`config.mk`:
```
export PLATFORM = sky130hd
export DESIGN_NAME = hpt_lookup
export DESIGN_NICKNAME = d
export VERILOG_FILES = /design/src/rtl/hpt_pkg.sv /design/src/rtl/hpt_addr_gen.sv /design/src/rtl/hpt_pte_match.sv /design/src/rtl/hpt_lookup.sv
export SDC_FILE = /design/constraint.sdc
export NUM_CORES = 1
export LEC_CHECK = 0
export BUFFER_PORTS_ARGS = -buffer_cell sky130_fd_sc_hd__buf_2
export CAP_MARGIN = 20
export CORE_MARGIN = 5
export CORE_UTILIZATION = 49
export DETAILED_ROUTE_END_ITERATION = 8
export GPL_TIMING_DRIVEN = 0
export PLACE_DENSITY = 0.89
export REMOVE_ABC_BUFFERS = 1
export SLEW_MARGIN = 5
export SYNTH_ARGS = -nofsm -noshare
export SYNTH_HDL_FRONTEND = slang
export SYNTH_SLANG_ARGS = --single-unit
```
`constraint.sdc`:
```
create_clock -name clk -period 3.4 [get_ports clk]
set_clock_uncertainty 0.2 [all_clocks]
set_input_delay 0 -clock clk [delete_from_list [all_inputs] [get_ports clk]]
set_output_delay 0 -clock clk [all_outputs]
set_load 0.02 [all_outputs]
```
`src/rtl/hpt_pkg.sv`:
```
package hpt_pkg;

  typedef enum logic [1:0] {
    ST_IDLE  = 2'd0,
    ST_ISSUE = 2'd1,
    ST_WAIT  = 2'd2,
    ST_DONE  = 2'd3
  } hpt_state_e;

  // Primary slot index: key folded with the process id, kept to nbits bits.
  function automatic logic [31:0] hash_primary(input logic [31:0] vpn,
                                               input logic [31:0] pid,
                                               input int unsigned nbits);
    logic [31:0] mask;
    mask = (32'd1 << nbits) - 32'd1;
    return (vpn ^ pid) & mask;
  endfunction

  // Secondary slot index: complement of the primary one, kept to nbits bits.
  function automatic logic [31:0] hash_alternate(input logic [31:0] prim,
                                                 input int unsigned nbits);
    logic [31:0] mask;
    mask = (32'd1 << nbits) - 32'd1;
    return (~prim) & mask;
  endfunction

endpackage

```
`src/rtl/hpt_addr_gen.sv`:
```
module hpt_addr_gen #(
  parameter int ADDR_W    = 32,
  parameter int VPN_W     = 20,
  parameter int PID_W     = 8,
  parameter int SLOT_BITS = 10,
  parameter int WAYS      = 8,
  localparam int WAY_W    = $clog2(WAYS)
) (
  input  logic [ADDR_W-1:0] base,
  input  logic [VPN_W-1:0]  vpn,
  input  logic [PID_W-1:0]  pid,
  input  logic              alt,
  input  logic [WAY_W-1:0]  way,
  output logic [ADDR_W-1:0] addr
);
  localparam int ENTRY_SHIFT = 3;                     // 8-byte entry
  localparam int SLOT_SHIFT  = WAY_W + ENTRY_SHIFT;   // WAYS entries per slot

  logic [31:0] idx_prim;
  logic [31:0] idx_alt;
  logic [31:0] idx_sel;

  assign idx_prim = hpt_pkg::hash_primary(32'(vpn), 32'(pid), SLOT_BITS);
  assign idx_alt  = hpt_pkg::hash_alternate(idx_prim, SLOT_BITS);
  assign idx_sel  = alt ? idx_alt : idx_prim;

  assign addr = base + ADDR_W'(idx_sel << SLOT_SHIFT)
              + (ADDR_W'(way) << ENTRY_SHIFT);
endmodule

```
`src/rtl/hpt_pte_match.sv`:
```
module hpt_pte_match #(
  parameter int VPN_W = 20,
  parameter int PID_W = 8,
  parameter int PPN_W = 20
) (
  input  logic [63:0]      pte,
  input  logic [VPN_W-1:0] vpn,
  input  logic [PID_W-1:0] pid,
  output logic             hit,
  output logic [PPN_W-1:0] ppn
);
  localparam int VLD_BIT = 63;
  localparam int PID_LSB = VLD_BIT - PID_W;
  localparam int VPN_LSB = 32;
  localparam int PPN_LSB = 0;

  logic unused_rsvd;
  assign unused_rsvd = ^{pte[PID_LSB-1:VPN_LSB+VPN_W], pte[VPN_LSB-1:PPN_LSB+PPN_W]};

  assign hit = pte[VLD_BIT]
            && (pte[PID_LSB +: PID_W] == pid)
            && (pte[VPN_LSB +: VPN_W] == vpn);
  assign ppn = pte[PPN_LSB +: PPN_W];
endmodule

```
`src/rtl/hpt_lookup.sv`:
```
module hpt_lookup #(
  parameter int ADDR_W    = 32,
  parameter int VPN_W     = 20,
  parameter int PID_W     = 8,
  parameter int PPN_W     = 20,
  parameter int SLOT_BITS = 10,
  parameter int WAYS      = 8
) (
  input  logic              clk,
  input  logic              rst_n,
  input  logic [ADDR_W-1:0] table_base,
  input  logic              req_valid,
  output logic              req_ready,
  input  logic [VPN_W-1:0]  req_vpn,
  input  logic [PID_W-1:0]  req_pid,
  output logic              rsp_valid,
  input  logic              rsp_ready,
  output logic              rsp_hit,
  output logic [PPN_W-1:0]  rsp_ppn,
  output logic              mem_req_valid,
  input  logic              mem_req_ready,
  output logic [ADDR_W-1:0] mem_req_addr,
  input  logic              mem_rsp_valid,
  input  logic [63:0]       mem_rsp_data
);
  import hpt_pkg::*;

  localparam int WAY_W = $clog2(WAYS);
  localparam logic [WAY_W-1:0] WAY_LAST = WAY_W'(WAYS - 1);

  hpt_state_e        state_q;
  logic [VPN_W-1:0]  vpn_q;
  logic [PID_W-1:0]  pid_q;
  logic [ADDR_W-1:0] base_q;
  logic              alt_q;
  logic [WAY_W-1:0]  way_q;
  logic              hit_q;
  logic [PPN_W-1:0]  ppn_q;

  // Named events for the checker
  logic              pte_hit;
  logic [PPN_W-1:0]  pte_ppn;
  logic              slot_end;
  logic              lookup_accept;
  logic              entry_back;

  hpt_addr_gen #(
    .ADDR_W(ADDR_W), .VPN_W(VPN_W), .PID_W(PID_W),
    .SLOT_BITS(SLOT_BITS), .WAYS(WAYS)
  ) u_addr (
    .base(base_q), .vpn(vpn_q), .pid(pid_q),
    .alt(alt_q), .way(way_q), .addr(mem_req_addr)
  );

  hpt_pte_match #(
    .VPN_W(VPN_W), .PID_W(PID_W), .PPN_W(PPN_W)
  ) u_match (
    .pte(mem_rsp_data), .vpn(vpn_q), .pid(pid_q),
    .hit(pte_hit), .ppn(pte_ppn)
  );

  assign req_ready     = (state_q == ST_IDLE);
  assign mem_req_valid = (state_q == ST_ISSUE);
  assign rsp_valid     = (state_q == ST_DONE);
  assign rsp_hit       = hit_q;
  assign rsp_ppn       = ppn_q;

  assign lookup_accept = req_valid && req_ready;
  assign entry_back    = (state_q == ST_WAIT) && mem_rsp_valid;
  assign slot_end      = (way_q == WAY_LAST);

  always_ff @(posedge clk or negedge rst_n) begin
    if (!rst_n) begin
      state_q <= ST_IDLE;
      vpn_q   <= '0;
      pid_q   <= '0;
      base_q  <= '0;
      alt_q   <= 1'b0;
      way_q   <= '0;
      hit_q   <= 1'b0;
      ppn_q   <= '0;
    end else begin
      unique case (state_q)
        ST_IDLE: begin
          if (lookup_accept) begin
            vpn_q   <= req_vpn;
            pid_q   <= req_pid;
            base_q  <= table_base;
            alt_q   <= 1'b0;
            way_q   <= '0;
            state_q <= ST_ISSUE;
          end
        end
        ST_ISSUE: begin
          if (mem_req_ready) state_q <= ST_WAIT;
        end
        ST_WAIT: begin
          if (entry_back) begin
            if (pte_hit) begin
              hit_q   <= 1'b1;
              ppn_q   <= pte_ppn;
              state_q <= ST_DONE;
            end else if (!slot_end) begin
              way_q   <= way_q + WAY_W'(1);
              state_q <= ST_ISSUE;
            end else if (!alt_q) begin
              alt_q   <= 1'b1;
              way_q   <= '0;
              state_q <= ST_ISSUE;
            end else begin
              hit_q   <= 1'b0;
              ppn_q   <= '0;
              state_q <= ST_DONE;
            end
          end
        end
        ST_DONE: begin
          if (rsp_ready) state_q <= ST_IDLE;
        end
        default: state_q <= ST_IDLE;
      endcase
    end
  end
endmodule

```
==> results.json, run 1 <==
{
  "status": "finished, final reports clean",
  "final_antenna_net_count": 0,
  "cts_sinks": 87,
  "wl_met3_mm": 1.02,
  "hold_start": "mem_rsp_data[57]",
  "ys_ff_latch": 87,
  "powerDensity_nw_per_um2": 1040,
  "grt_pass1_vias": 4644,
  "area_delta_synth_final_pct": 46.1,
  "route.met2.wl_mm": 7.57,
  "row_count": 36,
  "syn_inst": 406,
  "cts_buffers": 9,
  "place_ws_ns": 0.162,
  "yosysTopAreaCell": "dfrtp_1",
  "vias": 4215,
  "clkTransAtPathRegs_ns": 0.10,
  "start_kind": "register",
  "postSynthAreaPerCell_um2": 11.7,
  "synth_ff_type": "dfrtp_1",
  "die_area_um2": 11800,
  "grt_pass1_wl_mm": 22.5,
  "drt_iter0_drc": 291,
  "drt-met1-wl_mm": 5.52,
  "hold_class": "input pin to register",
  "path_cells": "xnor2_2 -> xnor2_1 -> ha_1 -> a21o_1 -> a21o_1 -> o31ai_1 -> a31oi_2 -> nand4_1 -> xnor2_1 -> buf_2",
  "synth_top_area_share_pct": 45.8,
  "ir_worst_vdd_mv": 0.672,
  "synth_edf_count": 0,
  "grt_usage_pct": 24.5,
  "path_class": "register to output pin",
  "setup_viol": 0,
  "numPortBuffers": 170,
  "hpwlAfterDp_mm": 9.48,
  "crit_slowest_cell": "dfrtp_1",
  "cpPeakStageDelay_ns": 0.44,
  "rr_startpoint": "pid_q[4]",
  "synthTopCellsByArea": "dfrtp_1 (46%), mux2_2 (14%), xnor2_1 (8.8%), xor2_1 (4.4%), ha_1 (3.9%)",
  "final_nets": 810,
  "root_buffer": "clkbuf_8",
  "yosysWarningCount": 0,
  "finalCritPeriodShare_pct": 96.6,
  "final_hold_viol_count": 0,
  "io_pins": 186,
  "startpoint": "vpn_q[0]",
  "synthDistinctLibCells": 46,
  "drv_slew": 0,
  "cts_tree": "yes",
  "cts_buffer_depth": 2,
  "power_leakage_nw": 3.28,
  "die_x_um": 109,
  "gp_congestion": 0.840,
  "cp.arrival_ns": 3.08,
  "wirelength_mm": 14.4,
  "worst-path-max-fanout": 7,
  "cp_top_family": "compound AO/OA/AOI/OAI gates",
  "grt_overflow": 0,
  "htree_levels": 3,
  "max_slew_margin_pct": 42.9,
  "die_h_um": 109,
  "synth_area_um2": 4760,
  "grt_max_degree": 56,
  "drc": 0,
  "initial_core_util_pct": 49.4,
  "async_reset_ff_share_pct": 100,
  "cp_num_buf_inv": 1,
  "top_layer": "met4",
  "maxCapViolations": 0,
  "ys_seq_area_share_pct": 45.8,
  "tightest_slew_ns": 0.852,
  "setup_slack_ns": 0.116,
  "cp-end-kind": "output pin",
  "maxClockFrequency_mhz": 305,
  "fin_crit_ns": 3.28,
  "routedWlPerCell_um": 17.9,
  "coreArea_um2": 9640,
  "first_pass_iters": 5,
  "worstSkewPairLatency_ns": 0.37,
  "required_ns": 3.20,
  "antenna_found_initial": 1,
  "power.total_mw": 7.19,
  "layout-drive-gt1-share_pct": 40.7,
  "via_per_inst": 5.25
}
[synth_stat cells, types with 4 or more instances]
| library cell | count |
|---|---|
| nand3_1 | 7 |
| o21ai_0 | 6 |
| dfrtp_1 | 87 |
| a21o_1 | 8 |
| and3_1 | 4 |
| nor3_1 | 5 |
| a21oi_1 | 11 |
| a22o_1 | 20 |
| xnor2_1 | 48 |
| clkbuf_1 | 10 |
| xor2_1 | 24 |
| nor4_1 | 7 |
| mux2_2 | 60 |
| nand2_1 | 16 |
| nor2_1 | 9 |
| nand4_1 | 14 |
| and2_1 | 4 |
| ha_1 | 15 |
[sequential cells by signal (all words and copies together) (netlist names)]
signal / flops
vpn_q: 20
base_q: 32
alt_q: 1
state_q: 2
rsp_ppn: 20
pid_q: 8
way_q: 3
rsp_hit: 1
[area by class of cell]
class                      count  area (um2)
antenna                        1        2.50
fill                         643        2690
sequential                    87        2180
multi-input combinational    296        2550
timing repair buffer         267        1850
tap                          133         166
inverter                       3        11.3
clock inverter                 7        62.6
clock buffer                   9         124
[metrics by stage]
step | hold slack, ns | area [um2] | TNS, ns | instances | utilization (%)
after floorplan | -0.496 | 4650 | -135.70 | 386 | -
after global placement | 0.0161 | 5670 | -256.18 | 689 | 58.8
after detailed placement | -0.217 | 5760 | 0 | 696 | 59.8
after CTS | 0.0373 | 6870 | 0 | 801 | 71.3
after global routing | 0.0967 | 6950 | -0.00475 | 803 | 72.1
final | 0.0405 | 6950 | 0 | 803 | 72.1
[where the power goes]
group          leakage (nW)  total, mW  switching [mW]  internal [mW]
clock                0.0932      0.707           0.425          0.283
sequential             1.08       1.85           0.417           1.43
combinational          2.11       4.64            2.59           2.05
[cell families after synthesis]
| family | share of synthesized area, % |
|---|---|
| multiplexers | 14.4 |
| flip-flops | 45.8 |
| AO/OA/AOI/OAI | 10.5 |
| AND/OR/NAND/NOR | 9.21 |
| buffers and inverters | 2.45 |
| XOR/XNOR | 13.3 |
| adder cells (fa/ha/maj) | 4.37 |
[repair_timing]
| item | CTS | global route |
|---|---|---|
| pin swaps | 0 | 4 |
| gates resized for setup | 4 | 11 |
| hold endpoints to repair | 171 | 0 |
| hold buffers | 89 | 0 |
| buffers inserted | 0 | 1 |
| setup endpoints to repair | 14 | 15 |
[worst paths after layout]
| kind | end | slack [ns] | cells after the start |
|---|---|---|---|
| setup / recovery | mem_req_addr[30] | 0.12 | 10 |
| hold / removal | way_q[1] | 0.04 | 6 |
| setup reg to reg | state_q[1] | 0.40 | 7 |
| hold reg to reg | rsp_hit | 0.30 | 1 |
| max in group asynchronous | alt_q | 2.21 | 4 |
| min in group asynchronous | base_q[31] | 0.50 | 4 |
[metal layers]
layer	vias up	global-route usage [%]
met5	-	0
met4	0	8.75
met3	25	5.79
met2	166	44.6
met1	2030	27.8
li1	1994	-
[cells in the final DEF, fill, tap and decap left out, types with 4 or more instances in the layout]
cell type	n
ha_1	13
nor2_1	9
a21o_1	8
dfrtp_1	86
nand4_1	14
mux2_2	60
inv_6	4
a22o_1	20
clkbuf_8	9
nand2_1	16
buf_2	169
nor3_1	4
and2_1	4
o21ai_0	6
buf_4	5
and3_1	4
nor4_1	5
xor2_1	24
xnor2_1	45
dlygate4sd3_1	88
a21oi_1	10
nand3_1	7
[worst reg2reg max path, stage by stage (launching register included)]
cell and delay, ns:
dfrtp_1 0.45, xor2_1 0.21, or4_1 0.52, nor4_1 0.48, a21oi_1 0.21, nand3b_1 0.14, a32o_1 0.18, dlygate4sd3_1 0.56
No activity file was read; power rests on OpenSTA's default activity.
==> run 2, diff against run 1 <==
--- a/config.mk
+++ b/config.mk
@@ -5,13 +5,14 @@
 export SDC_FILE = /design/constraint.sdc
 export NUM_CORES = 1
 export LEC_CHECK = 0
+export ABC_AREA = 1
 export BUFFER_PORTS_ARGS = -buffer_cell sky130_fd_sc_hd__buf_2
 export CAP_MARGIN = 20
 export CORE_MARGIN = 5
-export CORE_UTILIZATION = 49
+export CORE_UTILIZATION = 45
 export DETAILED_ROUTE_END_ITERATION = 8
 export GPL_TIMING_DRIVEN = 0
-export PLACE_DENSITY = 0.89
+export PLACE_DENSITY = 0.81
 export REMOVE_ABC_BUFFERS = 1
 export SLEW_MARGIN = 5
 export SYNTH_ARGS = -nofsm -noshare
==> results.json, run 2 <==
{
  "grt_pass1_vias": 6176,
  "synth_ff_type": "dfrtp_1",
  "hold_class": "input pin to register",
  "finalCritPeriodShare_pct": 95.5,
  "wirelength_mm": 17.8,
  "area_delta_synth_final_pct": 42.1,
  "rsz0062_at_grt": "false",
  "maxClockFrequency_mhz": 308,
  "place_ws_ns": 0.536,
  "power_leakage_nw": 4.38,
  "start_kind": "register",
  "antenna_found_initial": 0,
  "syn_inst": 802,
  "grt_max_degree": 65,
  "cts_buffer_depth": 2,
  "maxCapViolations": 0,
  "largest_reg_flops": 32,
  "whs_ns": 0.00951,
  "top_register": "base_q",
  "routedWlPerCell_um": 14.4,
  "synth_area_um2": 5610,
  "grt_usage_pct": 24.5,
  "post_cts.repair.setup_buffers": 0,
  "yosysMostFrequentCell": "nand2_1",
  "final_hold_viol_count": 0,
  "hpwlAfterDp_mm": 11.8,
  "worstSkewPairLatency_ns": 0.36,
  "mostFrequentLayoutCell": "nand2_1",
  "grt_pass1_wl_mm": 29.1,
  "first_pass_iters": 5,
  "drc": 0,
  "use_met2_pct": 43.3,
  "layout-drive-gt1-share_pct": 19.0,
  "synth_edf_count": 0,
  "ys_ff_latch": 87,
  "via_per_inst": 4.95,
  "powerDensity_nw_per_um2": 877,
  "tightest_slew_ns": 0.916,
  "cts_tree": "yes",
  "path_class": "register to register",
  "postSynthAreaPerCell_um2": 7.00,
  "drt_iter0_drc": 482,
  "setup_slack_ns": 0.154,
  "synth_top_area_share_pct": 38.8,
  "status": "finished, final reports clean",
  "grtUsageMet3_pct": 4.50,
  "cts_sinks": 87,
  "root_buffer": "clkbuf_16",
  "required_ns": 3.49,
  "cp.arrival_ns": 3.33,
  "ir_worst_vdd_mv": 0.424,
  "setup_viol": 0,
  "numPortBuffers": 170,
  "die_x_um": 122,
  "vias": 6145,
  "synthTopCellsByArea": "dfrtp_1 (39%), nand2_1 (22%), inv_1 (6.7%), xor2_1 (4.5%), o21ai_0 (3.7%)",
  "ys_seq_area_share_pct": 38.8,
  "async_reset_ff_share_pct": 100,
  "max_slew_margin_pct": 38.6,
  "final_antenna_net_count": 0,
  "final_nets": 1212,
  "yosysTopAreaCell": "dfrtp_1",
  "worst-path-max-fanout": 24,
  "row_count": 40,
  "clkTransAtPathRegs_ns": 0.08,
  "cts_buffers": 9,
  "yosysWarningCount": 0,
  "initial_core_util_pct": 46.3,
  "drv_slew": 0,
  "io_pins": 186,
  "coreArea_um2": 12100,
  "cp-end-kind": "register",
  "grt-busiest-layer": "met2",
  "fin_crit_ns": 3.25,
  "grt_use_met1_pct": 29.4,
  "die_area_um2": 14800,
  "final_cell_mix": "nand2_1 (325), buf_2 (169), dlygate4sd3_1 (104)",
  "gp_congestion": 0.895,
  "htree_levels": 3,
  "synth_common_cells": "nand2_1 (325), inv_1 (100), dfrtp_1 (87)",
  "grt_overflow": 0,
  "die_h_um": 122,
  "synthDistinctLibCells": 31
}
[run 2: cell types whose count changed in the layout (fill, tap and decap cells not counted), moves of 9 or more]
cell | before | now
xnor2_1 | 45 | 19
mux2_2 | 60 | 0
nor2_1 | 9 | 55
dlygate4sd3_1 | 88 | 104
nand2_1 | 16 | 325
nand3_1 | 7 | 20
clkbuf_8 | 9 | 0
o21ai_0 | 6 | 41
a22o_1 | 20 | 0
o2111ai_1 | 0 | 20
a21oi_1 | 10 | 19
inv_1 | 3 | 99
clkbuf_16 | 0 | 9
[run 2: final cells by class]
class	count	area, um2
multi-input cells	584	2900
fillers	986	4140
clock inverters	7	62.6
well taps	168	210
diodes	2	5.00
flip-flops and latches	87	2180
inverters	104	390
clock buffers	9	225
repair buffers	280	2000
[run 2: metal layers]
metal  wire, um  share of wire [%]  vias to the layer above
li1           -                  -                     3047
met1       7350                 41                     2787
met2       8660                 49                      268
met3       1250                7.0                       43
met4        552                3.1                        0
met5          0                  0                        -
[run 2: stage by stage]
step / cell area (um2) / TNS [ns] / std cells / util (%) / total power, mW
6_report: 7970 / 0 / 1241 / 65.8 / 6.99
2_1_floorplan: 5470 / 0 / 775 / - / 4.60
5_1_grt: 7970 / 0 / 1239 / 65.8 / 7.57
4_1_cts: 7950 / 0 / 1238 / 65.6 / 6.96
3_3_place_gp: 6530 / -35.07 / 1113 / 53.9 / 5.80
3_5_place_dp: 6600 / 0 / 1117 / 54.5 / 5.88
[run 2: kinds of logic (layout without fill, tap and decap cells)]
family	count (synthesis)	after routing	share of synthesized area, %
compound gates	89	89	9.48
other cells	0	2	0
xor+xnor	48	48	7.49
simple gates	431	431	31.0
fa+ha+maj	16	16	3.70
buf+inv	131	400	9.52
flops	87	87	38.8
[run 2: critical path, cell delays in order, from the launching register on]
cell and delay [ns]:
dfrtp_1 0.46, inv_2 0.07, nor2_4 0.47, inv_2 0.13
nor3_2 0.72, buf_6 0.25, o2111ai_1 0.13, dlygate4sd3_1 0.63
nand2_1 0.11
[run 2: timing repair]
action                                 CTS  global route
hold buffers                           105             0
gates resized for setup                  0             2
endpoints found under the hold margin  169             0
setup endpoints to repair                0             2
[run 2: path summary, 6_finish.rpt]
kind	startpoint	end	slack, ns	depth (start not counted)
setup / recovery	state_q[1]	rsp_ppn[0]	0.15	8
hold / removal	rsp_ready	state_q[0]	0.01	4
setup reg to reg	state_q[1]	rsp_ppn[0]	0.15	8
hold reg to reg	rsp_ppn[2]	rsp_ppn[2]	0.27	2
max in group asynchronous	rst_n	vpn_q[2]	2.20	4
min in group asynchronous	rst_n	base_q[31]	0.51	4
[run 2: power breakdown]
part | total [mW] | internal (mW) | leakage (nW) | switching (mW)
clock | 0.992 | 0.514 | 0.145 | 0.478
sequential | 1.74 | 1.40 | 1.11 | 0.345
combinational | 4.26 | 1.50 | 3.12 | 2.75
total | 6.99 | 3.42 | 4.38 | 3.58
==> run 3, diff against run 2 <==
--- a/config.mk
+++ b/config.mk
@@ -6,7 +6,7 @@
 export NUM_CORES = 1
 export LEC_CHECK = 0
 export ABC_AREA = 1
-export BUFFER_PORTS_ARGS = -buffer_cell sky130_fd_sc_hd__buf_2
+export BUFFER_PORTS_ARGS = -buffer_cell sky130_fd_sc_hd__clkbuf_2
 export CAP_MARGIN = 20
 export CORE_MARGIN = 5
 export CORE_UTILIZATION = 45
==> results.json, run 3 (synthesis gave the netlist of run 2 again) <==
{
  "reg2reg_depth": 9,
  "power.total_mw": 7.08,
  "coreArea_um2": 12100,
  "final_cell_mix": "nand2_1 (325), clkbuf_2 (169), inv_1 (99)",
  "via_per_inst": 4.83,
  "cts_buffer_depth": 2,
  "layout-drive-gt1-share_pct": 19.4,
  "cts_sinks": 87,
  "gp_congestion": 0.895,
  "cp.arrival_ns": 2.90,
  "die_area_um2": 14800,
  "cp_top_family": "XOR/XNOR gates",
  "powerDensity_nw_per_um2": 907,
  "drc": 0,
  "required_ns": 3.20,
  "final_hold_viol_count": 0,
  "intPower_mw": 3.50,
  "setup_viol": 0,
  "vias": 5898,
  "cp-end-kind": "output pin",
  "worstSkewPairLatency_ns": 0.35,
  "hpwlAfterDp_mm": 11.6,
  "initial_core_util_pct": 46.3,
  "grt_usage_pct": 23.1,
  "combPwrFrac_pct": 60.6,
  "clkTransAtPathRegs_ns": 0.07,
  "cts_buffers": 9,
  "drv_slew": 0,
  "final_util_pct": 64.5,
  "path_class": "register to output pin",
  "maxClockFrequency_mhz": 323,
  "rsz0062_at_grt": "false",
  "status": "finished, final reports clean",
  "cp.depth": 12,
  "die_h_um": 122,
  "drt_iter0_drc": 384,
  "grt_max_degree": 66,
  "cp_num_buf_inv": 2,
  "root_buffer": "clkbuf_16",
  "power_switching_share_pct": 50.5,
  "htree_levels": 3,
  "seqPwrFrac_pct": 24.6,
  "fin_crit_ns": 3.10,
  "worst-path-max-fanout": 5,
  "mostFrequentLayoutCell": "nand2_1",
  "whs_ns": 0.0353,
  "routedWlPerCell_um": 13.8,
  "area_delta_synth_final_pct": 39.2,
  "numPortBuffers": 170,
  "grt_overflow": 0,
  "largest_reg_flops": 32,
  "max_slew_margin_pct": 48.3,
  "path_cells": "xnor2_1 -> xor2_1 -> inv_1 -> ha_1 -> a21oi_1 -> o21ai_0 -> a21oi_1 -> nand2_1 -> nand2_1 -> nor2_1 -> xor2_1 -> clkbuf_2",
  "ir_worst_vdd_mv": 0.527,
  "p_sw_mw": 3.58,
  "die_x_um": 122,
  "hold_class": "input pin to register",
  "finalCritPeriodShare_pct": 91.1,
  "worstHoldPathCells": 6,
  "p_clk_share_pct": 14.8,
  "antenna_found_initial": 0,
  "cpPeakStageDelay_ns": 0.44,
  "grt_pass1_vias": 5809,
  "power_leakage_nw": 4.38,
  "tightest_slew_ns": 0.772,
  "start_kind": "register",
  "first_pass_iters": 5,
  "final_antenna_net_count": 0,
  "grt_pass1_wl_mm": 27.3,
  "maxCapViolations": 0,
  "top_register": "base_q",
  "row_count": 40,
  "final_nets": 1193,
  "cts_tree": "yes",
  "wirelength_mm": 16.9,
  "io_pins": 186,
  "crit_slowest_cell": "dfrtp_1"
}
[run 3: cell types whose count changed in the layout (fill, tap and decap cells not counted), sizes merged]
cell / change
clkinv: -1
bufinv: +1
diode: -1
buf: -170
dlygate4sd3: -19
clkbuf: +170
[run 3: worst paths after layout]
kind,start,endpoint,slack [ns]
worst max-delay path,vpn_q[6],mem_req_addr[31],0.30
worst min-delay path,mem_req_ready,state_q[1],0.04
worst max register to register,state_q[1],rsp_ppn[4],0.68
worst min register to register,rsp_ppn[6],rsp_ppn[6],0.27
max in group asynchronous,rst_n,vpn_q[2],2.13
min in group asynchronous,rst_n,base_q[28],0.57
[run 3: worst reg2reg max path: stages, from the launching register on]
cell and delay (ns):
dfrtp_1 0.46, inv_2 0.07, nor2_4 0.48, inv_2 0.14, nor3_2 0.61, inv_2 0.17
nand2_4 0.14, nand2_4 0.15, nand2_1 0.13, nand2_1 0.06
[run 3: metal layers]
layer | vias up | wire length [um] | part of all wire (%) | global-route usage (%)
li1 | 3006 | - | - | -
met1 | 2640 | 7000 | 41 | 27.9
met2 | 217 | 8230 | 49 | 39.7
met3 | 35 | 1240 | 7.3 | 5.76
met4 | 0 | 408 | 2.4 | 8.54
met5 | - | 0 | 0 | 0
[run 3: through the flow]
stage	instances	setup slack (ns)	setup TNS (ns)	area, um2
after floorplan	775	0.196	0	5470
after global placement	1113	-0.735	-36.43	6530
after detailed placement	1117	0.522	0	6600
after global routing	1220	0.0237	0	7810
final	1221	0.303	0	7810
after CTS	1219	0.214	0	7780
[run 3: final cells by class]
cell class              instances  area [um2]
fillers                      1073        4300
multi-input cells             584        2900
flip-flops and latches         87        2180
repair buffers                261        1820
inverters                     104         390
clock buffers                   9         225
well taps                     168         210
clock inverters                 7        85.1
diodes                          1        2.50
[run 3: power by group through the flow]
stage	clock network (mW)	registers (mW)	logic, mW
after floorplan	0	1.69	2.90
after global placement	0	1.74	4.06
after detailed placement	0	1.76	4.12
after CTS	1.08	1.74	4.24
after global routing	1.12	1.80	4.76
final	1.05	1.74	4.29
[run 3: repair_timing]
action	CTS	global route
setup buffers	0	0
hold endpoints to repair	168	0
endpoints found under the setup margin	0	2
gates resized for setup	0	2
hold buffers	86	0
